File: config.mk
export PLATFORM = sky130hd
export DESIGN_NAME = rand_repl_idx
export DESIGN_NICKNAME = d
export VERILOG_FILES = /design/src/rtl/rand_repl_pkg.sv /design/src/rtl/rand_repl_lfsr.sv /design/src/rtl/rand_repl_mod.sv /design/src/rtl/rand_repl_idx.sv
export SDC_FILE = /design/constraint.sdc
export NUM_CORES = 1
export LEC_CHECK = 0
export ABC_CLOCK_PERIOD_IN_PS = 5600
export BUFFER_PORTS_ARGS = -buffer_cell sky130_fd_sc_hd__buf_2
export CAP_MARGIN = 20
export CORE_MARGIN = 2
export CORE_UTILIZATION = 60
export DETAILED_ROUTE_END_ITERATION = 8
export PLACE_DENSITY = 0.85
export SETUP_SLACK_MARGIN = 0.1
export SYNTH_ARGS = -nofsm -noshare
export SYNTH_HDL_FRONTEND = slang
export SYNTH_SLANG_ARGS = --single-unit
File: constraint.sdc
create_clock -name clk -period 5.6 [get_ports clk]
set_clock_uncertainty 0.1 [all_clocks]
set_input_delay 0.56 -clock clk [delete_from_list [all_inputs] [get_ports clk]]
set_output_delay 0.56 -clock clk [all_outputs]
set_load 0.01 [all_outputs]
File: src/rtl/rand_repl_pkg.sv
package rand_repl_pkg;

   localparam int unsigned LFSR_W = 32;
   localparam logic [LFSR_W-1:0] LFSR_SEED = 32'h0000_0001;
   localparam logic [LFSR_W-1:0] LFSR_TAPS = 32'hD000_0001;

   typedef enum logic [2:0] {
      ST_IDLE  = 3'd0,
      ST_STEP  = 3'd1,
      ST_LOAD  = 3'd2,
      ST_DIV   = 3'd3,
      ST_CHECK = 3'd4
   } repl_state_t;

endpackage

File: src/rtl/rand_repl_lfsr.sv
module rand_repl_lfsr #(
   parameter int unsigned WIDTH = 32,
   parameter logic [WIDTH-1:0] SEED = 1,
   parameter logic [WIDTH-1:0] TAPS = 1
) (
   input  logic             clk,
   input  logic             rst_n,
   input  logic             step_i,
   output logic [WIDTH-1:0] val_o
);

   logic [WIDTH-1:0] val_q;
   logic [WIDTH-1:0] shifted;

   initial begin
      assert (WIDTH >= 2) else $error("lfsr width too small");
      assert (SEED != '0) else $error("lfsr seed must be nonzero");
   end

   always_comb begin
      shifted = val_q >> 1;
      if (val_q[0]) shifted = shifted ^ TAPS;
   end

   always_ff @(posedge clk) begin
      if (!rst_n)      val_q <= SEED;
      else if (step_i) val_q <= shifted;
   end

   assign val_o = val_q;

   AST_LFSR_NONZERO: assert property (@(posedge clk) disable iff (!rst_n)
      val_q != '0);

   AST_LFSR_HOLD: assert property (@(posedge clk) disable iff (!rst_n)
      !step_i |=> $stable(val_q));

endmodule

File: src/rtl/rand_repl_mod.sv
module rand_repl_mod #(
   parameter int unsigned DVD_W  = 32,
   parameter int unsigned DIV_W  = 5,
   parameter bit          SERIAL = 1'b1
) (
   input  logic             clk,
   input  logic             rst_n,
   input  logic             start_i,
   input  logic [DVD_W-1:0] dividend_i,
   input  logic [DIV_W-1:0] divisor_i,
   output logic             done_o,
   output logic [DIV_W-1:0] rem_o
);

   localparam int unsigned CNT_W = $clog2(DVD_W);
   localparam logic [CNT_W-1:0] LAST_BIT = CNT_W'(DVD_W - 1);

   logic [DIV_W-1:0] divisor_q;
   logic [DIV_W-1:0] rem_q;
   logic             done_q;

   initial begin
      assert (DVD_W >= 2) else $error("dividend too narrow");
      assert (DIV_W >= 2) else $error("divisor too narrow");
   end

   always_ff @(posedge clk) begin
      if (!rst_n)       divisor_q <= '0;
      else if (start_i) divisor_q <= divisor_i;
   end

   generate
      if (SERIAL) begin : g_serial
         logic [DVD_W-1:0] dvd_q;
         logic [CNT_W-1:0] bit_q;
         logic             run_q;
         logic [DIV_W:0]   trial;
         logic [DIV_W:0]   diff;

         always_comb begin
            trial = {rem_q, dvd_q[DVD_W-1]};
            diff  = trial - {1'b0, divisor_q};
         end

         always_ff @(posedge clk) begin
            if (!rst_n) begin
               dvd_q  <= '0;
               bit_q  <= '0;
               run_q  <= 1'b0;
               rem_q  <= '0;
               done_q <= 1'b0;
            end else begin
               done_q <= 1'b0;
               if (start_i) begin
                  dvd_q <= dividend_i;
                  bit_q <= '0;
                  rem_q <= '0;
                  run_q <= 1'b1;
               end else if (run_q) begin
                  dvd_q <= dvd_q << 1;
                  if (trial >= {1'b0, divisor_q}) rem_q <= diff[DIV_W-1:0];
                  else                            rem_q <= trial[DIV_W-1:0];
                  bit_q <= bit_q + 1'b1;
                  if (bit_q == LAST_BIT) begin
                     run_q  <= 1'b0;
                     done_q <= 1'b1;
                  end
               end
            end
         end
      end else begin : g_direct
         always_ff @(posedge clk) begin
            if (!rst_n) begin
               rem_q  <= '0;
               done_q <= 1'b0;
            end else begin
               done_q <= start_i;
               if (start_i) rem_q <= DIV_W'(dividend_i % DVD_W'(divisor_i));
            end
         end
      end
   endgenerate

   assign done_o = done_q;
   assign rem_o  = rem_q;

   AST_REM_BELOW_DIV: assert property (@(posedge clk) disable iff (!rst_n)
      done_q |-> rem_q < divisor_q);

   AST_DONE_PULSE: assert property (@(posedge clk) disable iff (!rst_n)
      done_q |=> !done_q);

endmodule

File: src/rtl/rand_repl_idx.sv
module rand_repl_idx #(
   parameter int unsigned NUM_ENTRIES = 16,
   parameter bit          SERIAL_MOD  = 1'b1,
   parameter int unsigned IDX_W       = $clog2(NUM_ENTRIES),
   parameter int unsigned CNT_W       = $clog2(NUM_ENTRIES + 1)
) (
   input  logic             clk,
   input  logic             rst_n,
   input  logic             req_i,
   input  logic [CNT_W-1:0] keep_cnt_i,
   output logic [IDX_W-1:0] pick_idx_o,
   output logic             pick_vld_o
);
   import rand_repl_pkg::*;

   localparam logic [CNT_W-1:0] LAST_ENT = CNT_W'(NUM_ENTRIES - 1);
   localparam logic [CNT_W-1:0] ENT_CNT  = CNT_W'(NUM_ENTRIES);

   initial begin
      assert (NUM_ENTRIES >= 2) else $error("need at least two entries");
      assert (IDX_W == $clog2(NUM_ENTRIES)) else $error("IDX_W mismatch");
      assert (CNT_W == $clog2(NUM_ENTRIES + 1)) else $error("CNT_W mismatch");
   end

   repl_state_t      state_q;
   logic [CNT_W-1:0] keep_q;
   logic [IDX_W-1:0] prev_q;
   logic [IDX_W-1:0] idx_q;
   logic             vld_q;

   logic             lfsr_step;
   logic [LFSR_W-1:0] lfsr_val;
   logic             mod_start;
   logic             mod_done;
   logic [CNT_W-1:0] mod_rem;
   logic [CNT_W-1:0] span;
   logic [CNT_W:0]   cand;

   assign span      = ENT_CNT - keep_q;
   assign cand      = {1'b0, mod_rem} + {1'b0, keep_q};
   assign lfsr_step = (state_q == ST_STEP);
   assign mod_start = (state_q == ST_LOAD);

   rand_repl_lfsr #(
      .WIDTH (LFSR_W),
      .SEED  (LFSR_SEED),
      .TAPS  (LFSR_TAPS)
   ) u_lfsr (
      .clk    (clk),
      .rst_n  (rst_n),
      .step_i (lfsr_step),
      .val_o  (lfsr_val)
   );

   rand_repl_mod #(
      .DVD_W  (LFSR_W),
      .DIV_W  (CNT_W),
      .SERIAL (SERIAL_MOD)
   ) u_mod (
      .clk        (clk),
      .rst_n      (rst_n),
      .start_i    (mod_start),
      .dividend_i (lfsr_val),
      .divisor_i  (span),
      .done_o     (mod_done),
      .rem_o      (mod_rem)
   );

   always_ff @(posedge clk) begin
      if (!rst_n) begin
         state_q <= ST_IDLE;
         keep_q  <= '0;
         prev_q  <= '0;
         idx_q   <= '0;
         vld_q   <= 1'b0;
      end else begin
         vld_q <= 1'b0;
         case (state_q)
            ST_IDLE: begin
               if (req_i) begin
                  keep_q <= keep_cnt_i;
                  if (keep_cnt_i >= LAST_ENT) begin
                     idx_q  <= IDX_W'(NUM_ENTRIES - 1);
                     prev_q <= IDX_W'(NUM_ENTRIES - 1);
                     vld_q  <= 1'b1;
                  end else begin
                     state_q <= ST_STEP;
                  end
               end
            end
            ST_STEP:  state_q <= ST_LOAD;
            ST_LOAD:  state_q <= ST_DIV;
            ST_DIV:   if (mod_done) state_q <= ST_CHECK;
            ST_CHECK: begin
               if (cand[IDX_W-1:0] == prev_q) begin
                  state_q <= ST_STEP;
               end else begin
                  idx_q   <= cand[IDX_W-1:0];
                  prev_q  <= cand[IDX_W-1:0];
                  vld_q   <= 1'b1;
                  state_q <= ST_IDLE;
               end
            end
            default: state_q <= ST_IDLE;
         endcase
      end
   end

   assign pick_idx_o = idx_q;
   assign pick_vld_o = vld_q;

   AST_IDX_IN_RANGE: assert property (@(posedge clk) disable iff (!rst_n)
      vld_q |-> ({1'b0, idx_q} <= LAST_ENT) &&
               (({1'b0, idx_q} >= keep_q) || (keep_q >= LAST_ENT)));

   AST_NO_REPEAT: assert property (@(posedge clk) disable iff (!rst_n)
      vld_q && (keep_q < LAST_ENT) |-> idx_q != $past(prev_q));

   AST_VLD_PULSE: assert property (@(posedge clk) disable iff (!rst_n)
      vld_q |=> !vld_q);

   AST_IDX_HOLD: assert property (@(posedge clk) disable iff (!rst_n)
      !vld_q |-> $stable(idx_q));

   AST_BUSY_IGNORE: assert property (@(posedge clk) disable iff (!rst_n)
      (state_q != ST_IDLE) && req_i |=> $stable(keep_q));

   AST_FALLBACK_NOSTEP: assert property (@(posedge clk) disable iff (!rst_n)
      (state_q == ST_IDLE) && req_i && (keep_cnt_i >= LAST_ENT) |=> $stable(lfsr_val));

endmodule

======== Word level (Yosys, flattened, before mapping) ========
Cells that the tools add are included.
cells by class
  add/subtract/negate cells ............... 4
  order comparisons ....................... 2
  eq/ne operators ......................... 11
  multiplexer cells ....................... 21
  bitwise operators ....................... 3
  reductions and logical operators ........ 8
operators with widths
  cell                 count
  $mux 32              3
  $pmux 3 s5           1
  $mux 4               3
  $mux 3               3
  $mux 1               8
  $ne 2x2->1 const B   4
  $pmux 4 s2           1
  $eq 3x2->1 const B   2
  $ge 6x5->1           1
  $add 5x1->5 const B  1
  $eq 5x5->1 const B   1
  $ge 5x4->1 const B   1
  $mux 5               1
  $sub 5x5->5          1
  $sub 5x5->5 const A  1
  $add 4x4->4          1
  $eq 4x4->1           1
  $not 3->4            1
  $reduce_and 4->1     1
  $reduce_bool 2->1    2
  $eq 3x1->1 const B   1
  $eq 3x3->1 const B   1
  $logic_not 3->1      1
  $reduce_and 3->1     1
  other kinds (6)      7
storage, ports and cells
  register bits after elaboration ......... 94
  input bits .............................. 8
  output and inout bits ................... 5

======== Longest topological paths before layout ========
Gate-level depths: netlist (run 1).
  depth in word-level cells ............... 4
  mapped depth ............................ 8

======== Hierarchy ========
A second synthesis (run 1) with hierarchy kept.
unflattened totals
  cell total of the unflattened synthesis .. 495
  area, all modules ....................... 4,695.8 sq um
by module, submodules not included
  module          times used  cells each  area each (sq um)
  rand_repl_mod   1           270         2,392.3
  rand_repl_lfsr  1           135         1,462.7
  rand_repl_idx   1           90          840.8

======== Worst setup path before layout (run 1) ========
OpenSTA, ideal clock, no wires.
  path type ............................... reg2reg
  start ................................... register keep_q[0]
  end ..................................... register idx_q[2] (netlist: pick_idx_o[2])
  setup time .............................. 0.084 ns
  arrival time ............................ 1.827 ns
  data required time ...................... 5.416 ns
  setup slack ............................. 3.588 ns
  stages on the path, launching flop included .. 8
  path buffers ............................ 0
  period minus slack after synthesis ...... 2.012 ns
  path through ............................ dfxtp_1 -> ha_1 -> fa_1 -> xnor3_1 -> nand3_1 -> a21oi_4 -> or2_4 -> o31ai_2
between the ends
  longest elaborated chain between the ends .. 4
  elaborated cells between the ends (all ways) .. 6
ends and longest elaborated chain
  element                     line                 source
  start: declaration          rand_repl_idx.sv:26  logic [CNT_W-1:0] keep_q;
  start signal: assignment    rand_repl_idx.sv:81  keep_q <= keep_cnt_i;
  $add 4x4->4 (*)             rand_repl_idx.sv:40  assign cand = {1'b0, mod_rem} + {1'b0, keep_q};
  $eq 4x4->1                  rand_repl_idx.sv:95  if (cand[IDX_W-1:0] == prev_q) begin
  $ne 2x2->1 (no line)        --
  $reduce_and 4->1 (no line)  --
  end signal: assignment      rand_repl_idx.sv:83  idx_q <= IDX_W'(NUM_ENTRIES - 1);
  end signal: assignment      rand_repl_idx.sv:98  idx_q <= cand[IDX_W-1:0];
  end: declaration            rand_repl_idx.sv:28  logic [IDX_W-1:0] idx_q;
Every way passes the cells marked *; elsewhere a longest branch is shown, timed or not. The select of a mux whose other input is x is not followed.
A chain may end at the register's enable or synchronous reset.

======== Worst setup path after layout (run 1) ========
  start ................................... register u_mod.rem_q[0] (netlist: u_mod.rem_o[0])
  end ..................................... register idx_q[2] (netlist: pick_idx_o[2])
between the ends
  longest elaborated chain between the ends .. 4
  elaborated cells between the ends (all ways) .. 6
ends and longest elaborated chain
  element                     line                 source
  start: declaration          rand_repl_mod.sv:19  logic [DIV_W-1:0] rem_q;
  start signal: assignment    rand_repl_mod.sv:61  if (trial >= {1'b0, divisor_q}) rem_q <= diff[DIV_W-1:0];
  start signal: assignment    rand_repl_mod.sv:62  else rem_q <= trial[DIV_W-1:0];
  $add 4x4->4 (*)             rand_repl_idx.sv:40
  $eq 4x4->1                  rand_repl_idx.sv:95
  $ne 2x2->1 (no line)        --
  $reduce_and 4->1 (no line)  --
Marked as above.

==> results of run 1 <==
[power breakdown]
part / internal, mW / total (mW) / leakage, nW / switching [mW]
Clock: 0.230 / 0.456 / 0.0980 / 0.226
Sequential: 0.718 / 0.763 / 0.765 / 0.0449
Combinational: 0.125 / 0.294 / 0.774 / 0.169
Total: 1.07 / 1.51 / 1.64 / 0.440
[layout make-up]
class | count | area (um^2)
clock inverters | 4 | 53.8
multi-input cells | 343 | 2140
clock buffers | 11 | 151
repair buffers | 16 | 90.1
well taps | 96 | 120
flip-flops and latches | 94 | 1880
inverters | 12 | 45.0
fillers | 554 | 2310
[worst max-delay path, delay by kind of cell, from the launching register on]
kind | cells | cell delay (ns)
AO/OA/AOI/OAI | 2 | 0.24
flip-flops | 1 | 0.36
adder cells (fa/ha/maj) | 2 | 0.66
AND/OR/NAND/NOR | 2 | 0.37
XOR/XNOR | 1 | 0.35
[cell usage in the layout, fill, tap and decap left out, types with 7 or more instances in the layout]
master and count:
a211oi_1 34, mux2i_1 35, nand2_1 78, o21ai_0 11, ha_1 11, inv_1 11
a21oi_1 47, buf_2 12, xnor2_1 10, clkbuf_8 11, nand2b_1 7, dfxtp_1 93
nor2_1 57
[metal layers]
layer / global-route usage (%) / vias to the layer above / wire length [um] / share of wire [%]
met2: 39.6 / 60 / 3930 / 50
met1: 26.1 / 1529 / 3540 / 45
li1: - / 1649 / - / -
met5: 0 / - / 0 / 0
met3: 6.60 / 9 / 311 / 3.9
met4: 6.43 / 0 / 102 / 1.3
[per-stage QoR]
stage,instance area [um^2],total power [mW],util [%]
2_1_floorplan,4200,1.01,-
3_3_place_gp,4280,1.06,63.0
3_5_place_dp,4280,1.07,63.0
4_1_cts,4480,1.52,66.0
5_1_grt,4480,1.59,66.0
6_report,4480,1.51,66.0
[worst paths after layout]
path	endpoint	slack, ns	depth (start not counted)
hold reg to reg	u_mod.divisor_q[3]	0.36	2
hold / removal	keep_q[3]	0.35	3
setup reg to reg	pick_idx_o[2]	3.43	7
setup / recovery	pick_idx_o[2]	3.43	7
[sequential cells by signal (all words and copies together), names as in the netlist]
signal	count
u_mod.g_serial.dvd_q	32
u_mod.g_serial.run_q	1
pick_vld_o	1
u_mod.done_o	1
u_lfsr.val_o	32
u_mod.divisor_q	5
state_q	3
u_mod.g_serial.bit_q	5
u_mod.rem_o	5
pick_idx_o	4
keep_q	5
[cells by family after synthesis]
logic type,Yosys count
mux,35
xor+xnor,15
buf+inv,45
flops,94
fa+ha+maj,13
simple gates,171
compound gates,109
==> results.md, run 1 <==
* Clk sinks at 94
* Grt ovf at 0
* Ratio of cells with drive above 1 in the final layout at a little under a tenth
* Proportion of netlist area held by the largest area contributor at between 40% and 50%
* Starting DRT DRC Count at 161
* CTS tree: built
* Antenna-violating nets left at 0
* Number of synthesized register bits at 94
* Synth unique cells at 44
* Final Wtd Congestion at roughly 0.87
* DR vias/cell at 5.64
* Total wire length at approximately 7900 um
* Worst r2r src: u_mod.rem_o[0]
* CP max stage delay at 0.43 ns
* Slew @ Worst Pin at approximately 0.66 ns
* Final Hold Vio Count at 0
* Number of remaining DRC errors at 0
* Post-Syn Area at between 4000 and 5000 um^2
* Clk buf depth at 2
* Count leader, synth: dfxtp_1
* Crit-path cells: ha_1, fa_1, xnor3_1, nand3_1, a21oi_4, or2_4, o31ai_2
* Critical Path Fanout Max at 5
* Largest net degree at the start of global routing at 71
* Hold Crit Class: primary input to flip-flop
* PwrDens at between 300 and 400 nW/um^2
* # rows at 30
* Crit path from: u_mod.rem_o[0]
* Vias in the first global route at 3143
* Post-synth ARST share at 0%
* Slew Viols, Final at 0
* FMAX at around 0.46 GHz
* Syn_nets at 503
* Lkg Pwr at 1.64 nW
* Yosys top cell by area: dfxtp_1
* Post-DP HPWL at around 5200 um
* Crit path DAT at 2.35 ns
* Main combinational cell family by area after synthesis: simple AND/OR/NAND/NOR gates
* H-Tree Depth at 3
* RSZ-0062 raised after global routing: false
* Wire per inst at 13.7 um
* Critical Path Start Type: flip-flop
* Buffers inserted by post-CTS timing repair at 0
* Max-cap violations at 0
* Ys Warns at 0
* Hold WS at around 0.35 ns
* Post-synthesis compound-gate area fraction at 16.4%
* Layout area overhead at 6.83%
* Initial Util at 61.8%
* Synth cell count leaders: 94 x dfxtp_1, 79 x nand2_1, 57 x nor2_1
* GRT Total Usage at 22.3%
* Layout Nets at 497
* Synth Area in Simple Gates at 18.0%
* Total core area at 6790 um^2
* Non-filler cells, final at 576
* Pre-CTS WS at 3.45 ns
* Detailed Routing Iterations Pass 1 at 4
* Outcome: finished, final reports clean
* Hold path startpoint: keep_cnt_i[3]
* Worst Path Required at 5.78 ns
* Global-route wire length before repair at between 10000 and 15000 um
* Worst IR drop on VDD at 0.000234 V
* Most used flip-flop cell after synthesis: dfxtp_1
* Post-synthesis mux area share at approximately 8.3%
* Cts hold-fix bufs at 0
* Worst Setup Slack, final at 3.43 ns
* CP Capture Type: flip-flop
* Clock Latency Late Sink at ~0.36 ns
* Final worst path period share at 38.7%
* Final min period at 2.17 ns
* Placed cells at 561
* Die area at between 7000 and 8000 um^2
* Post-route setup TNS at 0 ns
* Die span in y at 87.6 um
* Synth Area in XOR/XNOR at 3.79%
* Number of synthesized flops with an enable pin at 0
* Initial antenna violation count at 0
* CTS root buffer: clkbuf_8
* Endpoints failing setup at 0
* Slowest-stage cell, CP: fa_1
* Adder-cell share of the synthesized area at approximately 4.2%
* Die X at 87.6 um
* Fraction of the yosys area taken by sequential cells at 44.8%
* Via Count at 3247
* CTS buffer count at 9
* Post-Syn Instances at 482
* Port Buffers at 12
* Clk slew on worst S/H paths at 0.09 ns
* I/O Pins at 13
* Mean Syn Cell Area at 8.71 um^2
* Slew margin rel. at 56.0%
* Crit path kind: flip-flop to flip-flop
* Post-cts resize count at 0
* Area contributors post-synth: dfxtp_1 45%, mux2i_1 8.3%, nand2_1 7.1%
* Inserted Diodes at 0
No activity file was read; power rests on OpenSTA's default activity.
==> run 2, diff against run 1 <==
--- a/config.mk
+++ b/config.mk
@@ -5,13 +5,13 @@
 export SDC_FILE = /design/constraint.sdc
 export NUM_CORES = 1
 export LEC_CHECK = 0
-export ABC_CLOCK_PERIOD_IN_PS = 5600
+export ABC_CLOCK_PERIOD_IN_PS = 1900
 export BUFFER_PORTS_ARGS = -buffer_cell sky130_fd_sc_hd__buf_2
 export CAP_MARGIN = 20
 export CORE_MARGIN = 2
-export CORE_UTILIZATION = 60
+export CORE_UTILIZATION = 55
 export DETAILED_ROUTE_END_ITERATION = 8
-export PLACE_DENSITY = 0.85
+export PLACE_DENSITY = 0.83
 export SETUP_SLACK_MARGIN = 0.1
 export SYNTH_ARGS = -nofsm -noshare
 export SYNTH_HDL_FRONTEND = slang
==> constraint.sdc (replaced) <==
create_clock -name clk -period 1.9 [get_ports clk]
set_clock_uncertainty 0.1 [all_clocks]
set_input_delay 0.19 -clock clk [delete_from_list [all_inputs] [get_ports clk]]
set_output_delay 0.19 -clock clk [all_outputs]
set_load 0.01 [all_outputs]
==> run 2 against run 1 <==
Against the previous run:
- sequential power increased to 2.9 times the previous value
- sequential share of layout area decreased by 2.7 points
- global-route usage decreased by 0.64 points
- fmax is 13% higher
- the run now ends with setup timing left
==> results.md, run 2 (same netlist as run 1, synthesis figures left out) <==
* Buffers inserted by post-CTS timing repair at 0
* Post-DP HPWL at approximately 5300 um
* Switching power total at 1.38 mW
* Via Count at about 3300
* Sequential Power Share at a little under half
* Die X at slightly above 90 um
* Clk buf depth at 2
* Inserted Diodes at 0
* Initial antenna violation count at 0
* Critical Path Start Type: flip-flop
* Crit path kind: flip-flop to flip-flop
* Final min period at 1.92 ns
* FMAX at 0.522 GHz
* Final worst path period share at 101%
* I/O Pins at 13
* Starting DRT DRC Count at 206
* Clk sinks at 94
* Number of remaining DRC errors at 0
* Lkg Pwr at 1.77 nW
* Die span in y at 91.4 um
* Hold WS at 0.0503 ns
* CP Capture Type: flip-flop
* Comb power frac at a little over a fifth
* Worst Path Required at 2.05 ns
* Failing checks: setup timing
* Slew @ Worst Pin at around 0.42 ns
* Non-filler cells, final at between 500 and 600
* Max-cap violations at 0
* Hold Crit Class: primary input to flip-flop
* Layout area overhead at 15.0%
* Clock Latency Late Sink at 0.36 ns
* Outcome: complete, but fails checks
* RSZ-0062 raised after global routing: true
* Final Hold Vio Count at 0
* Clk pwr share at between 30 and 40%
* Pwr Total at around 4.9 mW
* # rows at 31
* Slew Viols, Final at 0
* CTS root buffer: clkbuf_8
* Endpoints failing setup at 3
* Final Wtd Congestion at 0.922
* Crit path DAT at 2.06 ns
* Worst r2r src: u_mod.rem_o[0]
* Die area at 8350 um^2
* Switching share of power at 28.3%
* Leading cell type in the layout, fill and taps excluded: dfxtp_1
* Global-route wire length before repair at 14700 um
* Placed cells at 576
* DR vias/cell at roughly 5.6
* Initial Util at 57.3%
* P_int at 3.49 mW
* Clk slew on worst S/H paths at 0.09 ns
* Hold path startpoint: rst_n
* Critical Path Fanout Max at 5
* Ratio of cells with drive above 1 in the final layout at 16.1%
* Antenna-violating nets left at 0
* Slew margin rel. at 72.0%
* Wire per inst at ~14 um
* Grt ovf at 0
* CTS tree: built
* Largest net degree at the start of global routing at 65
* Filler cell count at 566
* Most frequent cells in the layout: 84 x dfxtp_1, 78 x nand2_1, 57 x nor2_1
* Total wire length at 8460 um
* Worst Setup Slack, final at -0.0160 ns
* H-Tree Depth at 3
* PwrDens at 1010 nW/um^2
* Vias in the first global route at 3209
* Layout Nets at 514
* GRT Total Usage at 21.7%
* Detailed Routing Iterations Pass 1 at 5
* Total core area at 7330 um^2
* Worst IR drop on VDD at 0.000513 V
* Crit path from: u_mod.rem_o[0]
* CTS buffer count at 9
* Port Buffers at 12
==> run 2: cell count changes in the layout (fill, tap and decap cells not counted), sizes merged <==
cell / previous run / this run
buf: 16 / 28
bufinv: 1 / 3
clkinvlp: 2 / 1
dlygate4sd3: 0 / 5
==> run 2: per-layer routing <==
layer  wire length [um]  vias up  track usage (%)
met5                  0        -                0
met4                 89        0             7.95
met3                373        7             5.73
met2               4160       67             37.0
met1               3840     1575             26.2
li1                   -     1674                -
==> run 2: path summary, 6_finish.rpt <==
check                                       end  slack [ns]  cells past startpoint
worst max-delay path                 pick_vld_o       -0.02                      7
worst min-delay path            u_lfsr.val_o[0]        0.05                      2
worst max register to register       pick_vld_o       -0.02                      7
worst min register to register  u_lfsr.val_o[5]        0.37                      2
==> run 2: worst max-delay path: stages (launching register included) <==
cell     delay (ns)
dfxtp_2        0.34
ha_4           0.16
fa_2           0.57
xnor2_2        0.12
nand3_2        0.10
a21oi_4        0.17
or2_4          0.17
a21oi_1        0.06
==> run 2: layout make-up <==
type                       instances  area, um^2  share of cell area (%)
sequential                        94        1890                    39.3
inverter                          12        45.0                   0.933
clock inverter                     5         106                    2.20
multi-input combinational        343        2240                    46.5
clock buffer                      11         131                    2.72
tap                               99         124                    2.57
timing repair buffer              33         280                    5.81
==> run 2: timing repair <==
item,CTS,global route
hold endpoints to repair,5,0
setup endpoints to repair,10,16
pin swaps,5,3
hold buffers,5,0
resized for setup,18,8
==> run 2: per-stage QoR <==
| step | setup TNS, ns | worst slack, ns | instance area, um^2 | util (%) |
|---|---|---|---|---|
| after detailed placement | -0.221 | -0.0500 | 4460 | 60.8 |
| after floorplan | 0 | 0.0262 | 4230 | - |
| after global placement | 0 | 0.00990 | 4460 | 60.8 |
| after global routing | -0.480 | -0.0983 | 4830 | 65.8 |
| after CTS | -0.00366 | -0.00366 | 4800 | 65.5 |
| final | -0.0325 | -0.0160 | 4830 | 65.8 |
==> run 2: power by group through the flow <==
stage | Combinational, mW | Sequential (mW) | Clock [mW]
global route | 1.18 | 2.26 | 1.67
finish | 1.06 | 2.24 | 1.57
CTS | 1.04 | 2.24 | 1.58
detailed placement | 0.980 | 2.28 | 0
global placement | 0.942 | 2.27 | 0
floorplan | 0.763 | 2.24 | 0
